## src/rtl/xip_flash_reader.sv

```systemverilog
module xip_flash_reader #(
  parameter int LINE_WORDS = 8,
  parameter int NUM_DEV    = 2,
  localparam int AW        = 24 + $clog2(NUM_DEV)
) (
  input  logic               clk,
  input  logic               rst_n,
  input  logic [31:0]        cfg,
  input  logic               rd_valid,
  input  logic [AW-1:0]      rd_addr,
  output logic               rd_ready,
  output logic [31:0]        rd_data,
  output logic [NUM_DEV-1:0] cs_n,
  output logic               xfer_req,
  output logic [7:0]         xfer_tx,
  input  logic               xfer_ack,
  input  logic [7:0]         xfer_rx
);
  localparam int LINE_BYTES = LINE_WORDS * 4;
  localparam int BW = $clog2(LINE_BYTES);
  localparam int IW = $clog2(LINE_WORDS);

  typedef enum logic [1:0] {S_IDLE, S_HDR, S_DATA} st_t;

  st_t             st;
  logic [AW-1:0]   base_q, req_q;
  logic            valid_q;
  logic [3:0]      hcnt;
  logic [BW-1:0]   bcnt;
  logic [31:0]     line_q [LINE_WORDS];

  logic [AW:0]     off;
  logic            hit;
  logic [3:0]      hdr_len;
  logic            unused_cfg;

  assign unused_cfg = ^{cfg[31:26], cfg[24], cfg[15:11]};
  assign off      = {1'b0, rd_addr} - {1'b0, base_q};
  assign hit      = valid_q && !off[AW] && (off[AW-1:0] <= AW'(LINE_BYTES - 4));
  assign rd_ready = rd_valid && hit && (st == S_IDLE);
  assign rd_data  = line_q[off[IW+1:2]];
  assign hdr_len  = 4'd4 + 4'(cfg[25]) + 4'(cfg[10:8]);
  assign xfer_req = (st != S_IDLE);

  always_comb begin
    xfer_tx = 8'h00;
    if (st == S_HDR) begin
      case (hcnt)
        4'd0:    xfer_tx = cfg[7:0];
        4'd1:    xfer_tx = req_q[23:16];
        4'd2:    xfer_tx = req_q[15:8];
        4'd3:    xfer_tx = req_q[7:0];
        4'd4:    xfer_tx = cfg[25] ? cfg[23:16] : 8'h00;
        default: xfer_tx = 8'h00;
      endcase
    end
  end

  always_ff @(posedge clk or negedge rst_n) begin
    if (!rst_n) begin
      st      <= S_IDLE;
      base_q  <= '0;
      req_q   <= '0;
      valid_q <= 1'b0;
      hcnt    <= '0;
      bcnt    <= '0;
      cs_n    <= '1;
    end else begin
      case (st)
        S_IDLE: if (rd_valid && !hit) begin
          req_q   <= rd_addr;
          valid_q <= 1'b0;
          cs_n    <= ~(NUM_DEV'(1) << rd_addr[AW-1:24]);
          hcnt    <= '0;
          st      <= S_HDR;
        end
        S_HDR: if (xfer_ack) begin
          if (hcnt == hdr_len - 4'd1) begin
            bcnt <= '0;
            st   <= S_DATA;
          end else begin
            hcnt <= hcnt + 4'd1;
          end
        end
        S_DATA: if (xfer_ack) begin
          if (&bcnt) begin
            st      <= S_IDLE;
            cs_n    <= '1;
            base_q  <= req_q;
            valid_q <= 1'b1;
          end else begin
            bcnt <= bcnt + 1'b1;
          end
        end
        default: st <= S_IDLE;
      endcase
    end
  end

  always_ff @(posedge clk) begin
    if (st == S_DATA && xfer_ack)
      line_q[bcnt[BW-1:2]][8*bcnt[1:0] +: 8] <= xfer_rx;
  end

  p_stall_r6: assert property (@(posedge clk) disable iff (!rst_n)
    (st != S_IDLE) |-> !rd_ready);
  p_one_cs_r11: assert property (@(posedge clk) disable iff (!rst_n)
    $countones(~cs_n) <= 1);
  p_req_cs_r11: assert property (@(posedge clk) disable iff (!rst_n)
    xfer_req |-> !(&cs_n));
  p_cs_hold_r2: assert property (@(posedge clk) disable iff (!rst_n)
    (st != S_IDLE && $past(st) != S_IDLE) |-> $stable(cs_n));
  p_release_r7: assert property (@(posedge clk) disable iff (!rst_n)
    (st == S_DATA && xfer_ack && &bcnt) |=> (&cs_n && valid_q && base_q == $past(req_q)));
  p_aligned_r10: assert property (@(posedge clk) disable iff (!rst_n)
    rd_valid |-> (rd_addr[1:0] == 2'b00));
  p_hit_quiet_r8: assert property (@(posedge clk) disable iff (!rst_n)
    rd_ready |-> !xfer_req);
endmodule

```

## config.mk

```make
export PLATFORM = sky130hd
export DESIGN_NAME = xip_flash_reader
export DESIGN_NICKNAME = d
export VERILOG_FILES = /design/src/rtl/xip_flash_reader.sv
export SDC_FILE = /design/constraint.sdc
export NUM_CORES = 1
export LEC_CHECK = 0
export BUFFER_PORTS_ARGS = -buffer_cell sky130_fd_sc_hd__buf_2
export CAP_MARGIN = 20
export CORE_MARGIN = 10
export CORE_UTILIZATION = 60
export CTS_CLUSTER_SIZE = 28
export DETAILED_ROUTE_END_ITERATION = 8
export PLACE_DENSITY = 0.81
export SYNTH_ARGS = -nofsm -noshare
export SYNTH_HDL_FRONTEND = slang
export SYNTH_SLANG_ARGS = --single-unit
```

## constraint.sdc

```tcl
create_clock -name clk -period 6.1 [get_ports clk]
set_input_delay 0.61 -clock clk [delete_from_list [all_inputs] [get_ports clk]]
set_output_delay 0.61 -clock clk [all_outputs]
set_load 0.005 [all_outputs]
```

# ---- Yosys cells after proc, flatten, opt, wreduce, memory -nomap -nowiden
# Memories as Yosys holds them, arrays and structs flattened.
# Cells that the tools add are included.
dict set report totals {
  memories 1
  wordCells 83
  output_inout_bits 44
  register_bits 64
  romBits 0
  inputBits 69
  latch_bits 0
  ram_bits 256
}
# memory words width read_ports rd_ports_with_merged_regs wr line_no
set memory_table {}
lappend memory_table {line_q 8 32 1 0 1 30} ;# logic [31:0] line_q [LINE_WORDS];
dict set report op_classes {
  add_sub_neg 7
  div_mod_pow 0
  n_shift 3
  n_mux 28
  mul 0
  order_cmp 1
  n_eq_ne 14
  reduce_logical 21
  n_bitwise 1
}
# cell count
set op_table {}
lappend op_table {{one-hot mux 8 bit (5 select lines)} 1}
lappend op_table {{negation 5 -> 34 bit} 1}
lappend op_table {{variable shift 8 x 34 -> 32 bit (first input constant)} 1}
lappend op_table {{indexed part select 8 x 34 -> 32 bit} 1}
lappend op_table {{two-way mux 32 bit} 1}
lappend op_table {{subtractor 25 x 25 -> 26 bit} 1}
lappend op_table {{less-or-equal comparator 25 x 5 -> 1 bit (second input constant)} 1}
lappend op_table {{two-way mux 5 bit} 4}
lappend op_table {{two-way mux 2 bit} 8}
lappend op_table {{two-way mux 8 bit} 2}
lappend op_table {{AND reduction 5 bit} 3}
lappend op_table {{two-way mux 4 bit} 3}
lappend op_table {{!= test 2 bit (second input constant)} 5}
lappend op_table {{one-hot mux 5 bit (2 select lines)} 1}
lappend op_table {{== test 4 x 2 -> 1 bit (second input constant)} 2}
lappend op_table {{one-hot mux 4 bit (2 select lines)} 1}
lappend op_table {{AND reduction 4 bit} 2}
lappend op_table {{nonzero test 2 bit} 4}
lappend op_table {{AND reduction 7 bit} 1}
lappend op_table {{logical AND 1 bit} 6}
lappend op_table {{one-hot mux 2 bit (3 select lines)} 1}
lappend op_table {{adder 5 x 1 -> 5 bit (second input constant)} 1}
lappend op_table {{adder 3 x 1 -> 4 bit (first input constant)} 1}
lappend op_table {{adder 4 x 1 -> 4 bit (second input constant)} 1}
lappend op_table {{other kinds (17)} 22}

# ---- Logic depth before layout (Yosys ltp)
# Gate-level depths: netlist (run 1).
dict set report logic_depth {
  word_depth 8
  depth_mapped 13
}

# ---- Worst setup path before layout (run 1)
# Ideal clock, no wire load.
dict set report synth_path {
  path_kind {input -> output}
  startpoint {in rd_addr[0]}
  endpoint {out rd_ready}
  path_stages 12
  n_path_buf 0
  arrival_ns 3.313
  setup_slack_ns 2.177
  path_cell_list {inv_1 > ha_1 > fa_1 > nand2b_1 > a211o_1 > a31o_2 > o221ai_1 > a21boi_0 > xnor2_1 > nor4_2 > o21ai_0 > nor4b_1}
}
dict set report synth_between {
  elab_chain_len 6
  elab_cells_between_ends 7
}
# element line_no
set synth_lines {}
lappend synth_lines {{from (decl)} 10} ;# input logic [AW-1:0] rd_addr,
lappend synth_lines {{subtractor 25 x 25 -> 26 bit *} 38} ;# assign off = {1'b0, rd_addr} - {1'b0, base_q};
lappend synth_lines {{branches (longest 2 deep; another with less-or-equal comparator 25 x 5 -> 1 bit)} n/a}
lappend synth_lines {{logical AND 1 bit *} 39} ;# assign hit = valid_q && !off[AW] && (off[AW-1:0] <= AW'(LINE_BYTES - 4));
lappend synth_lines {{logical AND 1 bit * (2 in series)} 40} ;# assign rd_ready = rd_valid && hit && (st == S_IDLE);
lappend synth_lines {{to (decl)} 11} ;# output logic rd_ready,
# Every way passes the cells marked *.

# ---- Worst setup path in the final report (run 1)
dict set report layout_path {
  startpoint {reg base_q[0]}
  endpoint {out rd_ready}
}
dict set report layout_between {
  elab_chain_len 6
  elab_cells_between_ends 7
}
# element line_no
set layout_lines {}
lappend layout_lines {{from (decl)} 26} ;# logic [AW-1:0] base_q, req_q;
lappend layout_lines {{from (signal assigned)} 89} ;# base_q <= req_q;
lappend layout_lines {{subtractor 25 x 25 -> 26 bit *} 38}
lappend layout_lines {{branches (longest 2 deep; another with less-or-equal comparator 25 x 5 -> 1 bit)} n/a}
lappend layout_lines {{logical AND 1 bit *} 39}
lappend layout_lines {{logical AND 1 bit * (2 in series)} 40}
# Marked as above.

==> results of run 1 <==
flip-flops by register name (all words and copies together), names as in the netlist:
name / flops
base_q: 25
line_q: 256
st: 2
bcnt: 5
req_q: 25
cs_n: 2
valid_q: 1
hcnt: 4
cells by family after synthesis:
kind of cell    after synthesis
compound gates              165
xor+xnor                     18
fa+ha+maj                    38
buf+inv                      83
flops                       320
mux                         127
simple gates                250
power by group through the flow:
| stage | Sequential, mW | Clock (mW) | Combinational, mW |
|---|---|---|---|
| floorplan | 2.91 | 0 | 2.86 |
| global placement | 2.98 | 0 | 3.88 |
| detailed placement | 3.00 | 0 | 3.96 |
| CTS | 2.96 | 1.84 | 4.01 |
| global route | 2.98 | 1.92 | 4.34 |
| finish | 2.96 | 1.81 | 3.97 |
through the flow:
step / setup WS [ns] / instance area [um^2]
after floorplan: 2.18 / 14900
after global placement: 1.19 / 15700
after detailed placement: 1.31 / 15800
after CTS: 1.13 / 16700
after global routing: 0.951 / 16700
final: 1.15 / 16700
critical path, stage by stage (launching register included):
cell	delay (ns)
dfrtp_1	0.38
ha_1	0.22
fa_1	0.46
nand2b_1	0.21
a211o_1	0.35
a31o_2	0.28
o221ai_1	0.40
a21boi_0	0.21
xnor2_1	0.18
nor4_2	0.35
o21ai_0	0.14
nor4b_1	0.40
buf_2	0.20
Yosys cell counts, types with 6 or more instances:
master,number
a21o_1,8
xor2_1,9
xnor2_1,9
o31ai_1,6
o21a_1,7
nor3_1,10
mux2_2,38
clkbuf_1,24
nor2_1,65
nand2_1,65
a22oi_1,16
a31oi_1,12
ha_1,37
buf_1,9
nand3_1,15
inv_1,42
and3_1,11
and2_1,40
mux2_4,22
mux4_2,64
o21ai_0,42
a21oi_1,30
dfrtp_1,62
nand2b_1,6
edfxtp_1,256
how the worst min path moves through the flow:
stage / from / end / slack [ns]
floorplan: rst_n / base_q[0] / 0.31
global placement: req_q[24] / base_q[24] / 0.47
CTS: rst_n / base_q[17] / 0.23
detailed placement: req_q[24] / base_q[24] / 0.47
finish: rst_n / base_q[17] / 0.20
global route: rst_n / base_q[17] / 0.26
per-layer routing:
metal  up-vias  wire, um
met4         2      1000
met2       315     16700
met3        68      2080
met5         -        13
li1       4068         -
met1      4510     13200
area by class of cell:
type / instances / area [um^2] / area share
well taps: 324 / 405 / 0.0242
diodes: 1 / 2.50 / 0.000150
clock buffers: 42 / 817 / 0.0489
multi-input cells: 598 / 5320 / 0.318
flip-flops and latches: 320 / 9290 / 0.556
repair buffers: 108 / 581 / 0.0347
clock inverters: 16 / 148 / 0.00883
inverters: 42 / 158 / 0.00943
==> flow_metrics.env, run 1 <==
export IMPL_clock_skew_ns=0.0109
export IMPL_syn_area_um2=14900
export IMPL_fmax_mhz=202
export IMPL_dr_first_iter_drc_count=786
export IMPL_yosysTopAreaCell="edfxtp_1"
export IMPL_syn_avg_cell_area_um2=14.9
export IMPL_met1_usage=0.278
export IMPL_die_h_um=178
export IMPL_synth_edf_count=256
export IMPL_gr_usage_met3=0.0336
export IMPL_root_buffer="clkbuf_16"
export IMPL_clock_path_buffers=3
export IMPL_crit_end="rd_ready"
export IMPL_p_per_area_nw_per_um2=523
export IMPL_yosysWarnings=0
export IMPL_p_leak_nw=6.24
export IMPL_cts_resized=0
export IMPL_worst_setup_path_end_kind="output pin"
export IMPL_ff2ff_setup_slack_ns=1.86
export IMPL_final_cells=1451
export IMPL_dr_pass1_iters=7
export IMPL_drv_cap=0
export IMPL_dieWidth_um=178
export IMPL_status="complete, no violations"
export IMPL_total_power_mw=8.75
export IMPL_slew_headroom=0.290
export IMPL_p_switching_mw=3.05
export IMPL_postLayoutCoreUtil=0.685
export IMPL_tightest_slew_ns=1.06
export IMPL_synthAdderAreaFrac=0.0324
export IMPL_h_tree_depth=1
export IMPL_grt_pass1_vias=9162
export IMPL_ctsHoldBuffers=0
export IMPL_rows=57
export IMPL_synth_top_family_by_area="multiplexers"
export IMPL_tns_ns=0
export IMPL_syn_num_nets=1108
export IMPL_drc=0
export IMPL_r2r_cells=13
export IMPL_slew_violations=0
export IMPL_p_int_mw=5.70
export IMPL_arrival_ns=4.34
export IMPL_start_util=0.610
export IMPL_synth_area_leaders="edfxtp_1 (52%), dfrtp_1 (10%), mux4_2 (9.7%)"
export IMPL_whs_ns=0.201
export IMPL_synth_compound_area_frac=0.0755
export IMPL_grt_ovfl_total=0
export IMPL_syn_inst=1001
export IMPL_r2r_start="base_q[0]"
export IMPL_wl_per_cell_um=22.7
export IMPL_finalSetupViolCount=0
export IMPL_area_growth_pct=12.3
export IMPL_combPwrFrac=0.454
export IMPL_dp_hpwl_um=22100
export IMPL_synth_top_area_share=0.516
export IMPL_most_common_layout_cells="edfxtp_1 (256), buf_2 (100), nor2_1 (65), nand2_1 (65), mux4_2 (64)"
export IMPL_startpoint_type="flip-flop"
export IMPL_cts_sinks=320
export IMPL_antenna_found_initial=1
export IMPL_finalCriticalPeriod_ns=4.95
export IMPL_routed_wirelength_um=33000
export IMPL_path_max_fanout=5
export IMPL_yosysUniqueCellTypes=71
export IMPL_seqPwrFrac=0.338
export IMPL_core_um2=24400
export IMPL_synth_seq_cells=320
export IMPL_worstSetupPathType="reg2out"
export IMPL_startpoint="base_q[0]"
export IMPL_async_reset_ff_frac=0.200
export IMPL_vias=8963
export IMPL_ir_drop_v=0.000398
export IMPL_clkPwrFrac=0.207
export IMPL_hold_violations=0
export IMPL_ant_nets=0
export IMPL_finalCritPeriodShare=0.811
export IMPL_swShare=0.348
export IMPL_fill_cells=1638
export IMPL_place_congestion=0.939
export IMPL_drive_gt1_frac=0.263
export IMPL_pin_count=113
export IMPL_ys_flop_type="edfxtp_1"
export IMPL_yosys_area_share_simple=0.0845
export IMPL_dp_cells=1392
export IMPL_rsz0062_at_grt="false"
export IMPL_synth_xor_area_share=0.0106
export IMPL_synthMuxAreaShare=0.150
export IMPL_yosysSeqAreaShare=0.624
export IMPL_clk_pin_slew_worst_paths_ns=0.06
export IMPL_tritoncts="done"
export IMPL_hold_class="in2async"
export IMPL_grt_max_degree=66
export IMPL_final_nets=1208
export IMPL_grt_busiest_layer="met2"
export IMPL_mostFrequentLayoutCell="edfxtp_1"
export IMPL_crit_required_ns=5.49
export IMPL_die_area_um2=31500
export IMPL_vias_per_cell=6.18
export IMPL_grt_pass1_wl_um=51900
export IMPL_grt_usage=0.212
export IMPL_reg2reg_to="req_q[12]"
export IMPL_numPortBuffers=100
export IMPL_postCtsSetupBuffers=0
export IMPL_grt_use_met2=0.356
export IMPL_clk_latency_ns=0.57
export IMPL_cts_buffers=31
Note: power is estimated with default switching activity, not from simulation.
==> inputs of run 2 (changes only) <==
--- a/config.mk
+++ b/config.mk
@@ -8,10 +8,10 @@
 export BUFFER_PORTS_ARGS = -buffer_cell sky130_fd_sc_hd__buf_2
 export CAP_MARGIN = 20
 export CORE_MARGIN = 10
-export CORE_UTILIZATION = 60
+export CORE_UTILIZATION = 55
 export CTS_CLUSTER_SIZE = 28
 export DETAILED_ROUTE_END_ITERATION = 8
-export PLACE_DENSITY = 0.81
+export PLACE_DENSITY = 0.78
 export SYNTH_ARGS = -nofsm -noshare
 export SYNTH_HDL_FRONTEND = slang
 export SYNTH_SLANG_ARGS = --single-unit
==> constraint.sdc (replaced) <==
create_clock -name clk -period 4.01 [get_ports clk]
set_input_delay 0.401 -clock clk [delete_from_list [all_inputs] [get_ports clk]]
set_output_delay 0.401 -clock clk [all_outputs]
set_load 0.005 [all_outputs]
==> run 2 against run 1 <==
  * Clock power is 57% higher
  * Sequential power grew 52%
  * Worst hold slack got worse by 0.061 ns
  * Core utilization is 5.2 points lower
  * Worst setup slack lost 1.1 ns
  * Cell count rose by 2.1%
  * Critical path type unchanged
  * Critical endpoint unchanged
  * Largest power group unchanged
==> flow_metrics.env, run 2 (same netlist as run 1, synthesis figures left out) <==
export IMPL_startpoint_type="flip-flop"
export IMPL_pin_count=113
export IMPL_grt_usage=0.202
export IMPL_rsz0062_at_grt="true"
export IMPL_grt_pass1_vias=9463
export IMPL_cp_depth=13
export IMPL_h_tree_depth=2
export IMPL_hold_violations=0
export IMPL_clk_latency_ns=0.52
export IMPL_cts_buffers=34
export IMPL_ff2ff_setup_slack_ns=0.37
export IMPL_slowest_delay_ns=0.41
export IMPL_dr_pass1_iters=5
export IMPL_fmax_mhz=251
export IMPL_path_cells="ha_4, fa_2, nand2b_4, a211o_1, a31o_2, o221ai_1, buf_4, a21oi_1, xnor2_1, nor4_2, o21ai_1, nor4b_2, buf_2"
export IMPL_die_area_um2=34100
export IMPL_r2r_start="base_q[3]"
export IMPL_drive_gt1_frac=0.278
export IMPL_grt_ovfl_total=0
export IMPL_crit_end="rd_ready"
export IMPL_largest_register_ffs=256
export IMPL_total_power_mw=13.5
export IMPL_finalSetupViolCount=0
export IMPL_wl_per_cell_um=22.7
export IMPL_most_common_layout_cells="edfxtp_1 (256), buf_2 (100), nor2_1 (65), nand2_1 (65), mux4_2 (64)"
export IMPL_tritoncts="done"
export IMPL_slew_violations=0
export IMPL_vias_per_cell=6.04
export IMPL_cts_sinks=320
export IMPL_final_nets=1224
export IMPL_worstSetupPathType="reg2out"
export IMPL_place_congestion=0.961
export IMPL_crit_required_ns=3.61
export IMPL_mostFrequentLayoutCell="edfxtp_1"
export IMPL_core_um2=26800
export IMPL_hold_class="in2reg"
export IMPL_n_antenna_cell=0
export IMPL_slew_headroom=0.321
export IMPL_worst_setup_path_end_kind="output pin"
export IMPL_dieWidth_um=185
export IMPL_numPortBuffers=100
export IMPL_vias=8952
export IMPL_clock_path_buffers=3
export IMPL_dp_hpwl_um=22900
export IMPL_grt_max_degree=65
export IMPL_r2r_cells=15
export IMPL_crit_family="compound AO/OA/AOI/OAI gates"
export IMPL_finalCritPeriodShare=0.993
export IMPL_clk_pin_slew_worst_paths_ns=0.05
export IMPL_reg2reg_to="req_q[0]"
export IMPL_dr_first_iter_drc_count=750
export IMPL_clock_skew_ns=0.0326
export IMPL_area_growth_pct=14.0
export IMPL_crit_buf_inv=2
export IMPL_status="complete, no violations"
export IMPL_grt_pass1_wl_um=53700
export IMPL_ant_nets=0
export IMPL_arrival_ns=3.58
export IMPL_routed_wirelength_um=33700
export IMPL_drv_cap=0
export IMPL_antenna_found_initial=0
export IMPL_whs_ns=0.140
export IMPL_die_h_um=185
export IMPL_drc=0
export IMPL_path_max_fanout=4
export IMPL_rows=60
export IMPL_root_buffer="clkbuf_16"
export IMPL_ir_drop_v=0.000830
export IMPL_p_per_area_nw_per_um2=797
export IMPL_p_leak_nw=6.34
export IMPL_start_util=0.556
export IMPL_finalCriticalPeriod_ns=3.98
export IMPL_tightest_slew_ns=1.01
export IMPL_tns_ns=0
export IMPL_crit_slowest_cell="dfrtp_1"
export IMPL_startpoint="base_q[0]"
run 2: cell types whose count changed in the layout (fill, tap and decap cells not counted), moves of 2 or more:
cell	previous run	this run
clkbuf_16	31	35
ha_4	0	2
clkinv_8	0	2
clkinv_1	5	9
buf_4	7	16
clkbuf_1	11	8
ha_1	37	35
clkinvlp_4	2	0
buf_12	0	4
bufinv_16	2	0
run 2: metrics by stage:
stage / area, um^2 / setup slack [ns] / utilization / std cells
floorplan: 14900 / 0.505 / - / 1001
global placement: 15900 / 0.129 / 0.592 / 1418
detailed placement: 15900 / 0.202 / 0.592 / 1418
CTS: 16900 / 0.00459 / 0.632 / 1479
global route: 17000 / -0.122 / 0.633 / 1481
finish: 17000 / 0.0288 / 0.633 / 1481
run 2: where the power goes:
part	total, mW	internal (mW)	leakage, nW	switching (mW)
Sequential	4.51	4.23	3.12	0.277
Combinational	6.18	2.99	2.73	3.19
Clock	2.84	1.60	0.489	1.23
Total	13.5	8.82	6.34	4.70
run 2: metal layers:
metal | vias to the layer above | part of all wire | GRT usage
met5 | - | 0 | 0
met2 | 291 | 0.51 | 0.346
li1 | 4078 | - | -
met4 | 0 | 0.028 | 0.0636
met1 | 4513 | 0.41 | 0.258
met3 | 70 | 0.057 | 0.0350
run 2: worst reg2reg max path, delay by kind of cell, from the launching register on:
family,cells,cell delay [ns]
compound gates,6,1.58
buf+inv,5,0.68
flops,1,0.36
mux,1,0.36
simple gates,2,0.31
fa+ha+maj,1,0.23
run 2: layout make-up:
type	count	area, um^2
clock buffer	43	906
sequential	320	9290
timing repair buffer	121	711
fill	1890	9820
clock inverter	16	95.1
tap	341	427
inverter	42	158
multi-input combinational	598	5390
run 2: timing repair:
| action | 4_1_cts | 5_1_grt |
|---|---|---|
| pin swaps | 10 | 6 |
| endpoints found under the setup margin | 1 | 1 |
| resized for setup | 10 | 3 |
| hold buffers | 1 | 0 |
| hold endpoints to repair | 28 | 0 |
| setup buffers | 1 | 2 |
run 2: worst min-delay path by stage:
| stage | start | end | slack, ns | depth (start not counted) |
|---|---|---|---|---|
| 6_report | rd_addr[14] | req_q[14] | 0.14 | 2 |
| 5_1_grt | rd_addr[16] | req_q[16] | 0.14 | 2 |
| 4_1_cts | rd_addr[16] | req_q[16] | 0.13 | 2 |
| 2_1_floorplan | rst_n | base_q[0] | 0.11 | 0 |
| 3_5_place_dp | rst_n | req_q[17] | 0.49 | 1 |
| 3_3_place_gp | rst_n | req_q[17] | 0.48 | 1 |
==> inputs of run 3 (changes only) <==
--- a/config.mk
+++ b/config.mk
@@ -11,7 +11,8 @@
 export CORE_UTILIZATION = 55
 export CTS_CLUSTER_SIZE = 28
 export DETAILED_ROUTE_END_ITERATION = 8
-export PLACE_DENSITY = 0.78
+export GPL_ROUTABILITY_DRIVEN = 0
+export PLACE_DENSITY = 0.77
 export SYNTH_ARGS = -nofsm -noshare
 export SYNTH_HDL_FRONTEND = slang
 export SYNTH_SLANG_ARGS = --single-unit
==> run 3 against run 2 <==
  * The flow now finishes with violations (negative setup slack)
  * Clock-buffer cell count is 6 lower
  * Die area stayed put
  * Power is 1.1% higher
  * Clock power is 4% higher
  * Largest power group unchanged
  * First-iteration DRC count is 8.3% higher
  * Flip-flop and latch count stayed put
  * Critical path type unchanged
  * Non-clock buffer count is 1 higher
==> flow_metrics.env, run 3 (same netlist as run 1, synthesis figures left out) <==
export IMPL_mostFrequentLayoutCell="edfxtp_1"
export IMPL_slew_violations=0
export IMPL_hold_violations=0
export IMPL_cts_sinks=320
export IMPL_path_max_fanout=7
export IMPL_dieWidth_um=185
export IMPL_fmax_mhz=246
export IMPL_routed_wirelength_um=33000
export IMPL_finalCritPeriodShare=1.01
export IMPL_dr_pass1_iters=6
export IMPL_rsz0062_at_grt="true"
export IMPL_largest_register_ffs=256
export IMPL_cp_depth=12
export IMPL_layout_setup_ws_ns=-0.0569
export IMPL_swShare=0.344
export IMPL_clock_path_buffers=3
export IMPL_seq_area_um2=9290
export IMPL_multi_input_area_um2=5440
export IMPL_crit_required_ns=3.61
export IMPL_p_leak_nw=6.37
export IMPL_path_cells="inv_1, ha_1, a21oi_1, nor2_1, o2111ai_1, o2111ai_1, a31oi_1, o2111ai_1, nor4_2, o2111ai_1, nor4b_2, buf_2"
export IMPL_drc=0
export IMPL_dr_first_iter_drc_count=812
export IMPL_hold_class="in2reg"
export IMPL_r2r_cells=12
export IMPL_fill_cells=1901
export IMPL_whs_path_depth=2
export IMPL_cts_buffers=31
export IMPL_reg2reg_to="req_q[5]"
export IMPL_p_per_area_nw_per_um2=800
export IMPL_combPwrFrac=0.454
export IMPL_arrival_ns=3.67
export IMPL_startpoint_type="flip-flop"
export IMPL_grt_pass1_wl_um=51700
export IMPL_p_switching_mw=4.71
export IMPL_tritoncts="done"
export IMPL_grt_ovfl_total=0
export IMPL_rows=60
export IMPL_r2r_start="base_q[12]"
export IMPL_place_area_um2=15800
export IMPL_vias_per_cell=6.06
export IMPL_crit_top_cell="o2111ai_1"
export IMPL_grt_max_degree=65
export IMPL_pin_count=113
export IMPL_core_um2=26800
export IMPL_antenna_found_initial=0
export IMPL_clk_pin_slew_worst_paths_ns=0.06
export IMPL_grt_pass1_vias=9240
export IMPL_ir_drop_v=0.00100
export IMPL_seqPwrFrac=0.329
export IMPL_crit_end="rd_ready"
export IMPL_most_common_layout_cells="edfxtp_1 (256), buf_2 (100), nor2_1 (65), nand2_1 (65), mux4_2 (64)"
export IMPL_drive_gt1_frac=0.291
export IMPL_final_area_um2=17100
export IMPL_p_int_mw=8.96
export IMPL_finalCriticalPeriod_ns=4.07
export IMPL_startpoint="base_q[15]"
export IMPL_status="finished with violations"
export IMPL_clock_skew_ns=0.0121
export IMPL_area_growth_pct=14.7
export IMPL_tightest_slew_ns=1.05
export IMPL_start_util=0.556
export IMPL_crit_slowest_cell="nor4b_2"
export IMPL_worstSetupPathType="reg2out"
export IMPL_ff2ff_setup_slack_ns=0.50
export IMPL_die_h_um=185
export IMPL_final_nets=1222
export IMPL_slowest_delay_ns=0.40
export IMPL_place_ws_ns=0.0677
export IMPL_root_buffer="clkbuf_16"
export IMPL_clk_latency_ns=0.58
export IMPL_die_area_um2=34100
export IMPL_clkPwrFrac=0.217
export IMPL_h_tree_depth=1
export IMPL_vias=8974
export IMPL_wl_per_cell_um=22.3
export IMPL_crit_family="compound AO/OA/AOI/OAI gates"
export IMPL_numPortBuffers=100
export IMPL_grt_usage=0.195
export IMPL_finalSetupViolCount=1
export IMPL_crit_buf_inv=2
export IMPL_ant_nets=0
export IMPL_slew_headroom=0.299
export IMPL_dp_hpwl_um=22500
export IMPL_drv_cap=0
export IMPL_worst_setup_path_end_kind="output pin"
export IMPL_violations="negative setup slack"
## run 3: cell types whose count changed in the layout (fill, tap and decap cells not counted), sizes merged
cell      previous run  this run
diode                0         1
buf                120       121
clkbuf              43        37
inv                 43        45
clkinv              15        11
clkinvlp             0         3
bufinv               0         4
## run 3: timing repair
item,in CTS,in global routing
resized for setup,10,15
setup buffers,1,5
endpoints found under the setup margin,1,3
pin swaps,7,11
hold buffers,1,0
endpoints found under the hold margin,27,0
## run 3: layer usage
metal	track usage	vias to the layer above	part of all wire
met5	0	-	0
met4	0.0724	0	0.037
met3	0.0311	66	0.057
met2	0.336	346	0.51
met1	0.243	4476	0.40
li1	-	4086	-
## run 3: worst min-delay path by stage
| stage | slack (ns) | end | start |
|---|---|---|---|
| 4_1_cts | 0.03 | cs_n[1] | rd_addr[24] |
| 3_3_place_gp | 0.45 | base_q[17] | rst_n |
| 2_1_floorplan | 0.11 | base_q[0] | rst_n |
| 3_5_place_dp | 0.46 | base_q[17] | rst_n |
| 6_report | 0.04 | cs_n[1] | rd_addr[24] |
| 5_1_grt | 0.05 | cs_n[1] | rd_addr[24] |
## run 3: cell type report
type / count / share of cell area
Clock buffer: 37 / 0.0481
Clock inverter: 21 / 0.0131
Antenna cell: 1 / 0.000147
Sequential cell: 320 / 0.544
Timing Repair Buffer: 122 / 0.0418
Tap cell: 341 / 0.0250
Inverter: 42 / 0.00923
Multi-Input combinational cell: 598 / 0.318
## run 3: through the flow
step | std cells | utilization | TNS (ns) | hold WS (ns) | power (mW)
CTS | 1476 | 0.633 | -0.0267 | 0.0250 | 13.7
floorplan | 1001 | - | 0 | 0.105 | 8.77
global placement | 1416 | 0.591 | 0 | 0.447 | 10.6
finish | 1482 | 0.637 | -0.0569 | 0.0399 | 13.7
global route | 1481 | 0.637 | -0.219 | 0.0546 | 14.5
detailed placement | 1416 | 0.591 | 0 | 0.461 | 10.7
## run 3: power groups by stage
stage | Clock, mW | Combinational [mW] | Sequential, mW
finish | 2.96 | 6.20 | 4.50
global route | 3.15 | 6.79 | 4.53
detailed placement | 0 | 6.12 | 4.56
floorplan | 0 | 4.35 | 4.42
global placement | 0 | 6.02 | 4.54
CTS | 3.00 | 6.20 | 4.50
